===== src/rtl/scan_tap_pkg.sv =====
`timescale 1ns/1ps
// Shared types for the test access port.
// Assumes: a 4-bit state encoding is enough for the 16 controller states.
package scan_tap_pkg;

    typedef enum logic [3:0] {
        ST_RESET, ST_IDLE,
        ST_SEL_DR, ST_CAP_DR, ST_SH_DR, ST_EX1_DR, ST_PAU_DR, ST_EX2_DR, ST_UPD_DR,
        ST_SEL_IR, ST_CAP_IR, ST_SH_IR, ST_EX1_IR, ST_PAU_IR, ST_EX2_IR, ST_UPD_IR
    } tap_state_t;

    typedef enum logic [1:0] {
        PATH_CHAIN, PATH_ID, PATH_RST, PATH_BYP
    } dr_path_t;

endpackage


===== src/rtl/tap_fsm.sv =====
`timescale 1ns/1ps
// Controller state machine of the test access port.
// Steps on every rising tck edge from tms; trst_n is a synchronous,
// active-low reset into the reset state.
module tap_fsm
    import scan_tap_pkg::*;
(
    input  logic       tck,
    input  logic       trst_n,
    input  logic       tms,
    output tap_state_t state
);

    tap_state_t nxt;

    // Next-state function of the standard transition graph.
    always_comb begin
        nxt = state;
        unique case (state)
            ST_RESET:  nxt = tms ? ST_RESET  : ST_IDLE;
            ST_IDLE:   nxt = tms ? ST_SEL_DR : ST_IDLE;
            ST_SEL_DR: nxt = tms ? ST_SEL_IR : ST_CAP_DR;
            ST_CAP_DR: nxt = tms ? ST_EX1_DR : ST_SH_DR;
            ST_SH_DR:  nxt = tms ? ST_EX1_DR : ST_SH_DR;
            ST_EX1_DR: nxt = tms ? ST_UPD_DR : ST_PAU_DR;
            ST_PAU_DR: nxt = tms ? ST_EX2_DR : ST_PAU_DR;
            ST_EX2_DR: nxt = tms ? ST_UPD_DR : ST_SH_DR;
            ST_UPD_DR: nxt = tms ? ST_SEL_DR : ST_IDLE;
            ST_SEL_IR: nxt = tms ? ST_RESET  : ST_CAP_IR;
            ST_CAP_IR: nxt = tms ? ST_EX1_IR : ST_SH_IR;
            ST_SH_IR:  nxt = tms ? ST_EX1_IR : ST_SH_IR;
            ST_EX1_IR: nxt = tms ? ST_UPD_IR : ST_PAU_IR;
            ST_PAU_IR: nxt = tms ? ST_EX2_IR : ST_PAU_IR;
            ST_EX2_IR: nxt = tms ? ST_UPD_IR : ST_SH_IR;
            ST_UPD_IR: nxt = tms ? ST_SEL_DR : ST_IDLE;
            default:   nxt = ST_RESET;
        endcase
    end

    // State register with synchronous test reset.
    always_ff @(posedge tck) begin
        if (!trst_n) state <= ST_RESET;
        else         state <= nxt;
    end

    // Checker counter: consecutive tms-high edges since reset, saturating.
    logic [2:0] high_run;
    always_ff @(posedge tck) begin
        if (!trst_n || !tms)   high_run <= 3'd0;
        else if (high_run != 3'd7) high_run <= high_run + 3'd1;
    end


    five_high_reset_chk: assert property (@(posedge tck) disable iff (!trst_n)
        (high_run >= 3'd5) |-> (state == ST_RESET));

endmodule


===== src/rtl/tap_ir.sv =====
`timescale 1ns/1ps
// Instruction shifter, current instruction and path decode.
// Assumes the state input comes from tap_fsm; the current instruction
// changes only on the edge leaving Update-IR or in the reset state.
module tap_ir
    import scan_tap_pkg::*;
#(
    parameter int              IR_W        = 4,
    parameter logic [IR_W-1:0] OP_EXTEST   = 4'h0,
    parameter logic [IR_W-1:0] OP_IDCODE   = 4'h1,
    parameter logic [IR_W-1:0] OP_SAMPLE   = 4'h2,
    parameter logic [IR_W-1:0] OP_CORERST  = 4'hC,
    parameter logic [IR_W-1:0] OP_BYPASS   = 4'hF,
    parameter logic [IR_W-1:0] CAPTURE_PAT = 4'b0001
) (
    input  logic       tck,
    input  logic       trst_n,
    input  logic       tdi,
    input  tap_state_t state,
    output logic       ir_lsb,
    output dr_path_t   path,
    output logic       extest_on
);

    logic [IR_W-1:0] ir_sr;
    logic [IR_W-1:0] ir_cur;

    // Shift stage: fixed pattern on capture, LSB-first shift from tdi.
    always_ff @(posedge tck) begin
        if (!trst_n)                 ir_sr <= CAPTURE_PAT;
        else if (state == ST_CAP_IR) ir_sr <= CAPTURE_PAT;
        else if (state == ST_SH_IR)  ir_sr <= {tdi, ir_sr[IR_W-1:1]};
    end

    // Current instruction: IDCODE in reset, shifted value on Update-IR.
    always_ff @(posedge tck) begin
        if (!trst_n || state == ST_RESET) ir_cur <= OP_IDCODE;
        else if (state == ST_UPD_IR)      ir_cur <= ir_sr;
    end

    // Path decode; any opcode not listed selects the bypass cell.
    always_comb begin
        if (ir_cur == OP_EXTEST || ir_cur == OP_SAMPLE) path = PATH_CHAIN;
        else if (ir_cur == OP_IDCODE)                   path = PATH_ID;
        else if (ir_cur == OP_CORERST)                  path = PATH_RST;
        else                                            path = PATH_BYP;
    end

    // Pin drive mode and serial output bit.
    assign extest_on = (ir_cur == OP_EXTEST);
    assign ir_lsb    = ir_sr[0];


    ir_capture_chk: assert property (@(posedge tck) disable iff (!trst_n)
        (state == ST_CAP_IR) |=> (ir_sr == CAPTURE_PAT));


    ir_hold_chk: assert property (@(posedge tck) disable iff (!trst_n)
        (state != ST_UPD_IR && state != ST_RESET) |=> $stable(ir_cur));


    bypass_unused_chk: assert property (@(posedge tck) disable iff (!trst_n)
        (path == PATH_BYP) |-> !extest_on && ir_cur != OP_IDCODE);

endmodule


===== src/rtl/tap_dr.sv =====
`timescale 1ns/1ps
// Built-in data registers (bypass, identification, core reset) and the
// data-path output select, including the external chain return.
// Assumes the path input is stable across a scan.
module tap_dr
    import scan_tap_pkg::*;
#(
    parameter int              ID_W   = 32,
    parameter logic [ID_W-1:0] ID_VAL = 32'h0940_303F
) (
    input  logic       tck,
    input  logic       trst_n,
    input  logic       tdi,
    input  tap_state_t state,
    input  dr_path_t   path,
    input  logic       chain_so,
    output logic       dr_lsb,
    output logic       rst_req
);

    logic            byp_q;
    logic [ID_W-1:0] id_sr;
    logic            rst_q;

    // Bypass cell: cleared on capture, shifted from tdi.
    always_ff @(posedge tck) begin
        if (!trst_n) byp_q <= 1'b0;
        else if (path == PATH_BYP) begin
            if (state == ST_CAP_DR)     byp_q <= 1'b0;
            else if (state == ST_SH_DR) byp_q <= tdi;
        end
    end

    // Identification shifter: loads the code on capture, LSB-first shift.
    always_ff @(posedge tck) begin
        if (!trst_n) id_sr <= ID_VAL;
        else if (path == PATH_ID) begin
            if (state == ST_CAP_DR)     id_sr <= ID_VAL;
            else if (state == ST_SH_DR) id_sr <= {tdi, id_sr[ID_W-1:1]};
        end
    end

    // Core-reset cell: shift only, no capture, no update latch.
    always_ff @(posedge tck) begin
        if (!trst_n)                                  rst_q <= 1'b0;
        else if (path == PATH_RST && state == ST_SH_DR) rst_q <= tdi;
    end

    // Serial output of the selected data path.
    always_comb begin
        unique case (path)
            PATH_CHAIN: dr_lsb = chain_so;
            PATH_ID:    dr_lsb = id_sr[0];
            PATH_RST:   dr_lsb = rst_q;
            default:    dr_lsb = byp_q;
        endcase
    end

    assign rst_req = rst_q;


    bypass_capture_chk: assert property (@(posedge tck) disable iff (!trst_n)
        (state == ST_CAP_DR && path == PATH_BYP) |=> (byp_q == 1'b0));


    rst_hold_chk: assert property (@(posedge tck) disable iff (!trst_n)
        !(state == ST_SH_DR && path == PATH_RST) |=> $stable(rst_req));


    id_capture_chk: assert property (@(posedge tck) disable iff (!trst_n)
        (state == ST_CAP_DR && path == PATH_ID) |=> (dr_lsb == ID_VAL[0]));

endmodule


===== src/rtl/scan_tap.sv =====
`timescale 1ns/1ps
// Top of the boundary-scan test access port: controller, instruction
// register, built-in data registers, falling-edge output stage and the
// strobes for an external pin chain. Assumes the chain acts on rising
// tck edges while its strobes are high.
module scan_tap
    import scan_tap_pkg::*;
#(
    parameter logic [3:0]  ID_VERSION = 4'h0,
    parameter logic [15:0] ID_PART    = 16'h9403,
    parameter logic [10:0] ID_MAKER   = 11'h01F
) (
    input  logic tck,
    input  logic trst_n,
    input  logic tms,
    input  logic tdi,
    output logic tdo,
    output logic tdo_oe,
    output logic core_rst_req,
    output logic bs_sel,
    output logic bs_capture,
    output logic bs_shift,
    output logic bs_update,
    output logic bs_drive_pins,
    output logic bs_si,
    input  logic bs_so
);

    localparam int              IR_W   = 4;
    localparam int              ID_W   = $bits(ID_VERSION) + $bits(ID_PART) + $bits(ID_MAKER) + 1;
    localparam logic [ID_W-1:0] ID_VAL = {ID_VERSION, ID_PART, ID_MAKER, 1'b1};

    tap_state_t state;
    dr_path_t   path;
    logic       ir_lsb, dr_lsb, extest_on;
    logic       tdo_q, oe_q;

    tap_fsm u_fsm (
        .tck    (tck),
        .trst_n (trst_n),
        .tms    (tms),
        .state  (state)
    );

    tap_ir #(.IR_W(IR_W)) u_ir (
        .tck       (tck),
        .trst_n    (trst_n),
        .tdi       (tdi),
        .state     (state),
        .ir_lsb    (ir_lsb),
        .path      (path),
        .extest_on (extest_on)
    );

    tap_dr #(.ID_W(ID_W), .ID_VAL(ID_VAL)) u_dr (
        .tck      (tck),
        .trst_n   (trst_n),
        .tdi      (tdi),
        .state    (state),
        .path     (path),
        .chain_so (bs_so),
        .dr_lsb   (dr_lsb),
        .rst_req  (core_rst_req)
    );

    // Output stage on the falling edge: bit and enable for the shift states.
    always_ff @(negedge tck) begin
        if (!trst_n) begin
            tdo_q <= 1'b0;
            oe_q  <= 1'b0;
        end else begin
            oe_q  <= (state == ST_SH_IR) || (state == ST_SH_DR);
            tdo_q <= (state == ST_SH_IR) ? ir_lsb : dr_lsb;
        end
    end

    // External chain controls.
    assign bs_sel        = (path == PATH_CHAIN);
    assign bs_capture    = bs_sel && (state == ST_CAP_DR);
    assign bs_shift      = bs_sel && (state == ST_SH_DR);
    assign bs_update     = bs_sel && (state == ST_UPD_DR);
    assign bs_drive_pins = extest_on;
    assign bs_si         = tdi;
    assign tdo           = tdo_q;
    assign tdo_oe        = oe_q;


    oe_shift_only_chk: assert property (@(posedge tck) disable iff (!trst_n)
        tdo_oe |-> (state == ST_SH_DR || state == ST_SH_IR));


    strobe_exclusive_chk: assert property (@(posedge tck) disable iff (!trst_n)
        $onehot0({bs_capture, bs_shift, bs_update}));


    drive_needs_chain_chk: assert property (@(posedge tck) disable iff (!trst_n)
        bs_drive_pins |-> bs_sel);

endmodule


===== config.mk =====
export PLATFORM = sky130hd
export DESIGN_NAME = scan_tap
export DESIGN_NICKNAME = d
export VERILOG_FILES = /design/src/rtl/scan_tap_pkg.sv /design/src/rtl/tap_fsm.sv /design/src/rtl/tap_ir.sv /design/src/rtl/tap_dr.sv /design/src/rtl/scan_tap.sv
export SDC_FILE = /design/constraint.sdc
export NUM_CORES = 1
export LEC_CHECK = 0
export BUFFER_PORTS_ARGS = -buffer_cell sky130_fd_sc_hd__buf_2
export CAP_MARGIN = 20
export CORE_UTILIZATION = 59
export CTS_CLUSTER_DIAMETER = 200
export DETAILED_ROUTE_END_ITERATION = 12
export PLACE_DENSITY = 0.75
export SLEW_MARGIN = 20
export SYNTH_ARGS = -nofsm -noshare
export SYNTH_HDL_FRONTEND = slang
export SYNTH_SLANG_ARGS = --single-unit

===== constraint.sdc =====
create_clock -name tck -period 2.3 [get_ports tck]
set_input_delay 0.69 -clock tck [delete_from_list [all_inputs] [get_ports tck]]
set_output_delay 0.69 -clock tck [all_outputs]
set_load 0.005 [all_outputs]

# == Yosys cells after proc, flatten, opt, wreduce, memory -nomap -nowiden ==
# Cells that the tools add are included.
# totals
regBits,48
latchBits,0
ram_bits,0
rom_bits,0
in_bits,5
out_inout_bits,9
elab_cells,70
n_memories,0
# op_classes
add_sub_neg,0
n_mul,0
div,0
order_cmp,0
n_eq_ne,21
shift,0
mux,22
n_bitwise,1
reduce_logical,18
# ops
operator,count
$mux W32,2
$pmux W4 S12,1
$eq A4 B4 Y1 const B,9
$eq A4 B3 Y1 const B,4
$mux W4,4
$eq A4 B2 Y1 const B,3
$mux W2,5
$eq A4 B1 Y1 const B,2
$logic_not A4 Y1,2
$mux W1,7
$mux W3,2
$reduce_or A2 Y1,3
$eq A2 B2 Y1 const B,2
$logic_and A1 B1 Y1,4
$reduce_and A2 Y1,2
$logic_or A1 B1 Y1,3
$pmux W1 S3,1
$reduce_or A3 Y1,1
$eq A2 B1 Y1 const B,1
$logic_not A2 Y1,1
$reduce_bool A2 Y1,1
$logic_not A1 Y1,1
$not A1 Y1,1

# == Depth between registers and ports, before layout ==
# logic_depth
depth_word,7
depth_mapped,6

# == Modules after synthesis ==
# From an unflattened synthesis, not the netlist that was laid out.
# hier_totals
cells_unflattened,254
hier_area_um2,2366.0
# by_module_without_submodules
mod,n_inst,cells_each,area_per_inst_um2,seq_area_each_um2
tap_dr,1,160,1536.5,680.7
tap_ir,1,38,365.4,160.2
tap_fsm,1,40,327.8,80.1
scan_tap,1,16,136.4,40.0

==> qor.csv <==
stage;metric;value;unit
timing;hold_viol;0;
detailed_routing;wl;4.31;mm
job;maxCapViolCount;0;
setup_path;endpoint_kind;output pin;
synth;synth_seq_area_share;43.7;%
timing;worst_slew_pin_slew;0.755;ns
cells_and_area;final_cells;324;
synth;synth_nets;263;
setup_path;ff2ff_setup_slack;0;ns
detailed_routing;firstDrtPassIters;4;
floorplan;initial_utilization;63.8;%
timing;relSlewSlack;49.0;%
min_path;hold_depth;2;
synth;synthCells;258;
placed_design;dpl.hpwl;2.69;mm
detailed_routing;post_drt_wl_per_cell;13.3;microns
power;p_switching;386;uW
placed_design;place_worst_setup_slack;-0.347;ns
power;clockPowerShare;37.3;%
detailed_routing;dr.first_iter.drc_count;139;
setup_path;slowest_delay;0.29;ns
global_route;grt_pass1_vias;1617;
detailed_routing;drtAntennaViolNets;0;
synth;ys_types;44;
floorplan;die_x;63.0;microns
power;power.leakage;0.00101;uW
global_route;grt_antenna_before_repair;0;
synth;synth_warnings;0;
run_status;violations;negative setup slack;
global_route;grt_use_total;24.6;%
floorplan;io_pins;14;
global_route;grt_pass1_wl;7.63;mm
timing;setup-tns-final;-0.602;ns
synth;synth_ff_type;dfxtp_1;
min_path;holdCritStartpoint;u_dr.id_sr[28];
setup_path;cpMaxStageDelayCell;dfxtp_1;
cts;clk_latency;0.36;ns
timing;maxSlewViolCount;0;
cts;htree_levels;2;
floorplan;coreArea;3440;sq um
setup_path;crit_path_cell_trace;buf_2;
power;combPwrFrac;7.9;%
detailed_routing;drc_errors;0;
setup_path;start_kind;flip-flop;
floorplan;rows;21;
power;swShare;24.7;%
cts;clkTransAtPathRegs;0.09;ns
placed_design;portBuffers;13;
cells_and_area;area_growth;14.5;%
setup_path;path_max_fanout;1;
synth;syn_avg_cell_area;8.52;sq um
timing;setup_viol;2;
placed_design;gp_congestion;0.815;
cells_and_area;fin_nets;282;
setup_path;regToRegStartpoint;u_ir.ir_cur[0];
run_status;status;finished, violations left;
cts;clock_path_buffers;2;
detailed_routing;drt-vias-per-instance;5.67;
power;power_density;622;nW/um^2
cts;tritoncts;done;
min_path;holdPathEnd;u_dr.id_sr[28];
setup_path;r2r.worst_path.cells;5;
cts;cts.sinks;48;
synth;synth_edf_count;0;
global_route;grt_max_degree;64;
placed_design;dp_cells;312;
cells_and_area;n_antenna_cell;0;
floorplan;die-height;63.0;microns
power;p_int;1180;uW
floorplan;die-area;3970;sq um
global_route;grt-ovfl-total;0;
timing;worst_slack;-0.302;ns
timing;rsz0062_at_grt;yes;
setup_path;critPathTopFamily;flip-flops;
synth;synth-async-reset-ratio;0;%
power;peakVddDrop;0.458;mV
synth;ys_seq_elements;48;
cells_and_area;drive_gt1_share;24.8;%
cts;clk_root_buffer_cell;clkbuf_8;
setup_path;worstPathRequired;1.61;ns
power;p_seq_share;54.8;%
min_path;min_path_type;reg2reg;
setup_path;crit_arrival;1.91;ns
cells_and_area;fillCellCount;267;
cells_and_area;post-route-util;73.1;%
detailed_routing;route.vias.total;1836;
timing;skew;0.0598;ns
setup_path;crit_buf_inv;1;
synth;syn_area;2200;sq um
setup_path;crit_type;reg2out;
cts;cts_buffers;5;
setup_path;r2r-end;tdo;
==> power groups by stage <==
stage / logic (uW) / registers [uW] / clock network, uW
after global placement: 121 / 875 / 8.17
after global routing: 139 / 859 / 626
after floorplan: 108 / 869 / 8.17
after CTS: 124 / 856 / 592
after detailed placement: 123 / 875 / 8.17
final: 124 / 857 / 583
==> through the flow <==
stage          power (uW)  hold slack (ns)  instance area, sq um
6_report             1560            0.461                  2520
5_1_grt              1620            0.504                  2520
4_1_cts              1570            0.464                  2510
3_5_place_dp         1010            0.453                  2370
3_3_place_gp         1000            0.445                  2370
2_1_floorplan         985            0.436                  2260
==> synth_stat cells (5+ instances only) <==
master    number  area [sq um]
a21oi_1        7          35.0
buf_6          5          56.3
clkbuf_1      15          56.3
dfxtp_1       48           961
inv_1          6          22.5
mux2i_1        8          80.1
nand2_1       30           113
nand4_1       21           131
nor2_1        25          93.8
nor3b_2        8           100
o21ai_0       26           130
o21ai_1       11          55.1
==> state kept, by name (all words and copies together) (netlist names) <==
signal / flops
u_dr.id_sr: 32
u_fsm.state: 4
u_ir.ir_cur: 4
u_ir.ir_sr: 4
tdo: 1
tdo_oe: 1
u_dr.byp_q: 1
u_dr.rst_req: 1
==> layer usage <==
metal | vias to the layer above | wire [microns] | global-route usage [%]
met2 | 27 | 1980 | 39.2
met4 | 0 | 85 | 12.2
met5 | - | 0 | 0
met3 | 9 | 114 | 4.56
li1 | 947 | - | -
met1 | 853 | 2130 | 31.6
==> logic make-up after synthesis <==
| family | count (synthesis) | synth area share (%) |
|---|---|---|
| flip-flops | 48 | 43.7 |
| buffers and inverters | 32 | 7.63 |
| AO/OA/AOI/OAI | 61 | 17.0 |
| multiplexers | 8 | 3.64 |
| AND/OR/NAND/NOR | 109 | 28.0 |
==> cell type report <==
type                    instances  area [sq um]  area share (%)
well taps                      46          57.6            2.29
inverters                       5          26.3            1.04
multi-input cells             178          1090            43.4
clock buffers                   6          93.8            3.73
flip-flops and latches         48           967            38.4
clock inverters                 4          21.3           0.845
repair buffers                 37           258            10.2
==> worst max path at each step <==
stage / from / endpoint / slack (ns) / cells after the start
2_1_floorplan: bs_so / tdo / -0.11 / 4
3_5_place_dp: bs_so / tdo / -0.35 / 5
3_3_place_gp: bs_so / tdo / -0.29 / 5
6_report: tdo_oe / tdo_oe / -0.30 / 1
4_1_cts: tdo_oe / tdo_oe / -0.31 / 1
5_1_grt: tdo_oe / tdo_oe / -0.34 / 1
==> tightest hold or removal path, cell delays in order, from the launching register on <==
cell     delay [ns]
dfxtp_1        0.32
nand2_1        0.05
o21ai_0        0.06
==> layout by cell type, fill, tap and decap left out, drive strengths merged, types with 2 or more instances in the layout <==
cell    netlist  routed
a211o         2       2
a211oi        2       2
a21boi        2       2
a21oi         7       7
buf           9      37
clkbuf       17       6
dfxtp        48      48
inv           6       7
mux2i         8       8
nand2        30      30
nand2b        2       2
nand3         4       4
nand3b        3       3
nand4        21      21
nor2         25      25
nor2b         4       4
nor3b        11      11
o21ai        37      37
o31ai         2       2
or3           2       2
==> repair_timing <==
item                       in CTS  in global routing
resized for setup               5                  2
buffers inserted                3                  0
hold buffers                    0                  0
pin swaps                       3                  0
setup endpoints to repair       5                  4
(Power assumes the default switching activity.)
